===== config.mk =====
export PLATFORM = sky130hd
export DESIGN_NAME = dual_pwm
export DESIGN_NICKNAME = d
export VERILOG_FILES = /design/src/rtl/pwm_pkg.sv /design/src/rtl/pwm_prescaler.sv /design/src/rtl/pwm_timebase.sv /design/src/rtl/pwm_channel.sv /design/src/rtl/dual_pwm.sv
export SDC_FILE = /design/constraint.sdc
export NUM_CORES = 1
export LEC_CHECK = 0
export CORE_MARGIN = 4
export CORE_UTILIZATION = 64
export CTS_CLUSTER_DIAMETER = 150
export DETAILED_ROUTE_END_ITERATION = 6
export DONT_BUFFER_PORTS = 1
export PLACE_DENSITY_LB_ADDON = 0.1
export SKIP_CTS_REPAIR_TIMING = 1
export SLEW_MARGIN = 40
export SYNTH_ARGS = -nofsm -noshare
export SYNTH_HDL_FRONTEND = slang
export SYNTH_SLANG_ARGS = --single-unit

===== constraint.sdc =====
create_clock -name clk -period 4.8 [get_ports clk]
set_clock_uncertainty 0.1 [all_clocks]
set_input_delay 1.2 -clock clk [delete_from_list [all_inputs] [get_ports clk]]
set_output_delay 1.2 -clock clk [all_outputs]
set_load 0.005 [all_outputs]

===== src/rtl/pwm_pkg.sv =====
package pwm_pkg;

    localparam int DATA_W  = 8;
    localparam int SHORT_W = 5;
    localparam int EXT_W   = DATA_W - SHORT_W;
    localparam int PSC_W   = 4;
    localparam int CFG_W   = 3;

    localparam logic [DATA_W-1:0] LONG_TOP  = {DATA_W{1'b1}};
    localparam logic [DATA_W-1:0] SHORT_TOP = DATA_W'((1 << SHORT_W) - 1);

    typedef struct packed {
        logic       short_mode;
        logic [1:0] div_sel;
    } pwm_cfg_t;

    function automatic pwm_cfg_t decode_ctrl(input logic [CFG_W-1:0] b);
        pwm_cfg_t r;
        r.short_mode = b[2];
        r.div_sel    = b[1:0];
        return r;
    endfunction

    function automatic logic [PSC_W-1:0] div_limit(input logic [1:0] sel);
        logic [PSC_W-1:0] r;
        case (sel)
            2'd0:    r = PSC_W'(1);
            2'd1:    r = PSC_W'(3);
            2'd2:    r = PSC_W'(7);
            default: r = PSC_W'(15);
        endcase
        return r;
    endfunction

endpackage


===== src/rtl/pwm_prescaler.sv =====
module pwm_prescaler
    import pwm_pkg::*;
(
    input  logic             clk,
    input  logic             rst,
    input  logic             run,
    input  logic [PSC_W-1:0] lim,
    output logic             tick,
    output logic [PSC_W-1:0] psc_q
);

    always_ff @(posedge clk) begin
        if (rst || !run) begin
            psc_q <= '0;
        end else if (psc_q == lim) begin
            psc_q <= '0;
        end else begin
            psc_q <= psc_q + PSC_W'(1);
        end
    end

    assign tick = run && (psc_q == lim);

endmodule


===== src/rtl/pwm_timebase.sv =====
module pwm_timebase
    import pwm_pkg::*;
(
    input  logic              clk,
    input  logic              rst,
    input  logic              run,
    input  logic              tick,
    input  logic              short_mode,
    output logic [DATA_W-1:0] cnt_q,
    output logic [EXT_W-1:0]  frame_q,
    output logic              wrap
);

    logic [DATA_W-1:0] top;

    assign top  = short_mode ? SHORT_TOP : LONG_TOP;
    assign wrap = tick && (cnt_q == top);

    always_ff @(posedge clk) begin
        if (rst || !run) begin
            cnt_q   <= '0;
            frame_q <= '0;
        end else if (wrap) begin
            cnt_q   <= '0;
            frame_q <= frame_q + EXT_W'(1);
        end else if (tick) begin
            cnt_q   <= cnt_q + DATA_W'(1);
        end
    end

endmodule


===== src/rtl/pwm_channel.sv =====
module pwm_channel
    import pwm_pkg::*;
(
    input  logic              clk,
    input  logic              rst,
    input  logic              run,
    input  logic              wr_ctrl,
    input  logic              wr_duty,
    input  logic [DATA_W-1:0] wr_byte,
    output logic              wave,
    output logic [DATA_W-1:0] mon_cnt,
    output logic [PSC_W-1:0]  mon_psc,
    output logic [EXT_W-1:0]  mon_frame,
    output logic [PSC_W-1:0]  mon_lim,
    output logic              mon_short,
    output logic [DATA_W-1:0] mon_duty
);

    pwm_cfg_t          sh_cfg, act_cfg;
    logic [DATA_W-1:0] sh_duty, act_duty;
    logic              tick, wrap, load;
    logic [PSC_W-1:0]  lim, psc;
    logic [DATA_W-1:0] cnt;
    logic [EXT_W-1:0]  frame;

    // shadow copies, written from the port
    always_ff @(posedge clk) begin
        if (rst) begin
            sh_cfg  <= '0;
            sh_duty <= '0;
        end else begin
            if (wr_ctrl) sh_cfg  <= decode_ctrl(wr_byte[CFG_W-1:0]);
            if (wr_duty) sh_duty <= wr_byte;
        end
    end

    // active copies follow the shadow while idle or at a frame end
    assign load = !run || wrap;

    always_ff @(posedge clk) begin
        if (rst) begin
            act_cfg  <= '0;
            act_duty <= '0;
        end else if (load) begin
            act_cfg  <= sh_cfg;
            act_duty <= sh_duty;
        end
    end

    assign lim = div_limit(act_cfg.div_sel);

    pwm_prescaler u_psc (
        .clk   (clk),
        .rst   (rst),
        .run   (run),
        .lim   (lim),
        .tick  (tick),
        .psc_q (psc)
    );

    pwm_timebase u_tb (
        .clk        (clk),
        .rst        (rst),
        .run        (run),
        .tick       (tick),
        .short_mode (act_cfg.short_mode),
        .cnt_q      (cnt),
        .frame_q    (frame),
        .wrap       (wrap)
    );

    // comparator
    logic [SHORT_W-1:0] c_lo, d_lo;
    logic [EXT_W-1:0]   d_hi;
    logic               hi_short, hi_long;

    assign c_lo     = cnt[SHORT_W-1:0];
    assign d_lo     = act_duty[SHORT_W-1:0];
    assign d_hi     = act_duty[DATA_W-1:SHORT_W];
    assign hi_short = (c_lo < d_lo) || ((c_lo == d_lo) && (frame < d_hi));
    assign hi_long  = cnt < act_duty;
    assign wave     = act_cfg.short_mode ? hi_short : hi_long;

    assign mon_cnt   = cnt;
    assign mon_psc   = psc;
    assign mon_frame = frame;
    assign mon_lim   = lim;
    assign mon_short = act_cfg.short_mode;
    assign mon_duty  = act_duty;

endmodule


===== src/rtl/dual_pwm.sv =====
module dual_pwm
    import pwm_pkg::*;
#(
    parameter int NCH  = 2,
    parameter int CH_W = (NCH > 1) ? $clog2(NCH) : 1
) (
    input  logic              clk,
    input  logic              rst,
    input  logic              wr_en,
    input  logic [CH_W-1:0]   wr_ch,
    input  logic              wr_sel,
    input  logic [DATA_W-1:0] wr_data,
    input  logic [NCH-1:0]    ch_en,
    input  logic [NCH-1:0]    gpio_in,
    output logic [NCH-1:0]    pwm_pin
);

    logic [NCH-1:0]             wave;
    logic [NCH-1:0][DATA_W-1:0] mon_cnt;
    logic [NCH-1:0][PSC_W-1:0]  mon_psc;
    logic [NCH-1:0][EXT_W-1:0]  mon_frame;
    logic [NCH-1:0][PSC_W-1:0]  mon_lim;
    logic [NCH-1:0]             mon_short;
    logic [NCH-1:0][DATA_W-1:0] mon_duty;

    for (genvar i = 0; i < NCH; i++) begin : g_ch
        logic hit;
        assign hit = wr_en && (wr_ch == CH_W'(i));

        pwm_channel u_ch (
            .clk       (clk),
            .rst       (rst),
            .run       (ch_en[i]),
            .wr_ctrl   (hit && !wr_sel),
            .wr_duty   (hit && wr_sel),
            .wr_byte   (wr_data),
            .wave      (wave[i]),
            .mon_cnt   (mon_cnt[i]),
            .mon_psc   (mon_psc[i]),
            .mon_frame (mon_frame[i]),
            .mon_lim   (mon_lim[i]),
            .mon_short (mon_short[i]),
            .mon_duty  (mon_duty[i])
        );

        assign pwm_pin[i] = ch_en[i] ? wave[i] : gpio_in[i];
    end

endmodule


==> metrics <==
run status=finished, final reports clean; final setup fails=0; Layout Nets=450; Clk Tree Root Cell=clkbuf_8; Synth warnings=0; Psw=0.000274 W; die area=about 7200 um^2; first-pass GRT wire length=approximately 13 mm; via count=around 3,000; Post-synth EDFFs=0; detailed placement HPWL=roughly 5.3 mm; Area Overhead vs Synth=7.42%; Final period util=72.1%; CP max stage delay=roughly 0.44 ns; worst-case vdd ir drop=0.258 mV; Skew-Pair Late Insertion Delay=0.34 ns; total I/O pin count=19; Initial Utilization=around two thirds; top cells by area, synth=dfxtp_1 39%, ha_1 8.6%, mux2i_1 7.7%; Synth Cell Area=3760 um^2; final worst slack=1.34 ns; CTS Sinks=74; per-cell routed wire length=15.0 um; drt pass-1 iters=4; pin count of the biggest net entering global routing=31; CP bufs+invs=0; Seq pwr share=roughly half; CP max-delay cell=dfxtp_1; TritonCTS clock tree=done; Cell Pwr Density=318 nW/um^2; Fin. Hold Viols=0; Async SR Flop Fraction=0%; critical path startpoint category=flip-flop; DRT Wirelength=7.28 mm; Max-slew headroom=44.5%; Yosys top cell area share=39.4%; Hold Crit Class=reg -> reg; critical path arrival=2.16 ns; grt total ovfl=0; critical path, cell by cell=ha_1, a21o_1, a21o_1, a2111o_1, a41oi_1, a311o_1; Final min period=3.46 ns; CP Capture Type=primary output; clock buffer depth=2; commonest non-fill, non-tap cells in the layout=74 x dfxtp_1, 41 x nor2_1, 34 x nand2_1; Pleak=1.59 nW; Max Cap Viol=0; top_reg_cell synth=dfxtp_1; Layout Utilization=between 70 and 80%; Cells after Synth=410; syn_nets=about 450; Data required, critical path=3.50 ns; GRT Total Usage=approximately 23%; core area=5610 um^2; # H-tree levels=3; Routed Antenna Nets=0; Least-Margin Pin Slew=0.830 ns; cell mode on critical path=a21o_1; part of the power in combinational logic=5.0%; IO Port Bufs=0; vias in the first global route=~2,800; most common cell after layout, fill and taps aside=dfxtp_1; final setup TNS=0 ns; Syn Area/Cell=9.18 um^2; Clk pin slew, worst setup/hold paths=approximately 0.080 ns; Synth Register Bits=74; Fmax=289 MHz; Die Width=84.7 um; critical path's top delay family=compound AO/OA/AOI/OAI gates; Crit Path Max Fanout=6; CP Class=reg -> out; # DRC=0; antenna violations before repair=0; via/cell ratio=6.03; Iteration-0 DRC Markers=~260; final slew viol count=0; P_int=0.00101 W; dpl ws=1.47 ns; Seq/Total Area, Yosys=39.4%; n_diodes=0; RSZ-0062 raised after global routing=false; dominant cell type by area after synthesis=dfxtp_1; count of cell types in the netlist=a little under 60; share of layout cells above drive strength 1=10.4%; Die Y=84.7 um; Clk pwr share=45.7%; Sw Ratio=approximately a fifth; placer congestion estimate=0.866; Core Rows=27; TritonCTS Buffers=9
-- kinds of logic after synthesis --
group	synth area share, %
buf+inv	4.22
simple gates	18.9
compound gates	17.6
xor+xnor	3.49
flops	39.4
mux	7.72
fa+ha+maj	8.65
-- stage by stage --
step | instances | instance area, um^2 | hold slack, ns | power, W
2_1_floorplan | 410 | 3760 | 0.334 | 0.000705
3_3_place_gp | 468 | 3790 | 0.348 | 0.000710
3_5_place_dp | 468 | 3790 | 0.347 | 0.000712
4_1_cts | 484 | 4040 | 0.365 | 0.00130
5_1_grt | 484 | 4040 | 0.405 | 0.00134
6_report | 484 | 4040 | 0.359 | 0.00129
-- power groups by stage --
stage / Clock [W] / Combinational, W / Sequential (W)
after floorplan: 0 / 0.0000594 / 0.000645
after global placement: 0 / 0.0000622 / 0.000648
after detailed placement: 0 / 0.0000640 / 0.000648
after CTS: 0.000599 / 0.0000647 / 0.000634
after global routing: 0.000631 / 0.0000734 / 0.000635
final: 0.000588 / 0.0000644 / 0.000634
-- worst min-delay path: stages (launching register included) --
cell and delay, ns:
dfxtp_1 0.32, nand2_1 0.05, mux2i_1 0.05
-- layout make-up --
| type | instances | area, um^2 |
|---|---|---|
| Clock buffer | 10 | 138 |
| Clock inverter | 6 | 113 |
| Fill cell | 429 | 1570 |
| Inverter | 24 | 90.1 |
| Multi-Input combinational cell | 297 | 2120 |
| Sequential cell | 74 | 1480 |
| Tap cell | 72 | 90.1 |
| Timing Repair Buffer | 1 | 7.51 |
-- cells in the mapped netlist (5+ instances only) --
cell and count:
a211oi_1 5, a21boi_0 5, a21oi_1 31, a31o_2 11
clkbuf_1 11, dfxtp_1 74, ha_1 26, inv_1 24
mux2i_1 29, nand2_1 34, nand3_1 11, nor2_1 41
nor2b_1 5, nor3_1 6, o21ai_0 13, or3_1 8
xnor2_1 10, xor2_1 5
-- sequential cells by signal, indices dropped and copies added (netlist names) --
signal and count:
g_ch.u_ch.sh_cfg 6, g_ch.u_ch.u_tb.frame_q 6, g_ch.u_ch.mon_short 2, g_ch.u_ch.u_psc.psc_q 8, g_ch.u_ch.mon_duty 16, g_ch.u_ch.act_cfg 4
g_ch.u_ch.u_tb.cnt_q 16, g_ch.u_ch.sh_duty 16
-- metal layers --
layer  global-route usage [%]  part of all wire (%)  vias up
li1                         -                     -     1469
met1                     31.2                    49     1379
met2                     33.9                    44       59
met3                     7.56                   5.6       13
met4                     6.47                   1.6        0
met5                        0                     0        -
-- worst paths after layout --
| check | slack, ns | to | depth (start not counted) | startpoint |
|---|---|---|---|---|
| worst max-delay path | 1.34 | pwm_pin[0] | 6 | g_ch[0].u_ch.u_tb.cnt_q[5] |
| worst min-delay path | 0.36 | g_ch[0].u_ch.mon_duty[0] | 2 | g_ch[0].u_ch.sh_duty[0] |
| worst max register to register | 2.46 | g_ch[0].u_ch.u_tb.cnt_q[3] | 6 | g_ch[0].u_ch.u_tb.cnt_q[0] |
| worst min register to register | 0.36 | g_ch[0].u_ch.mon_duty[0] | 2 | g_ch[0].u_ch.sh_duty[0] |
No activity file was read; power rests on OpenSTA's default activity.
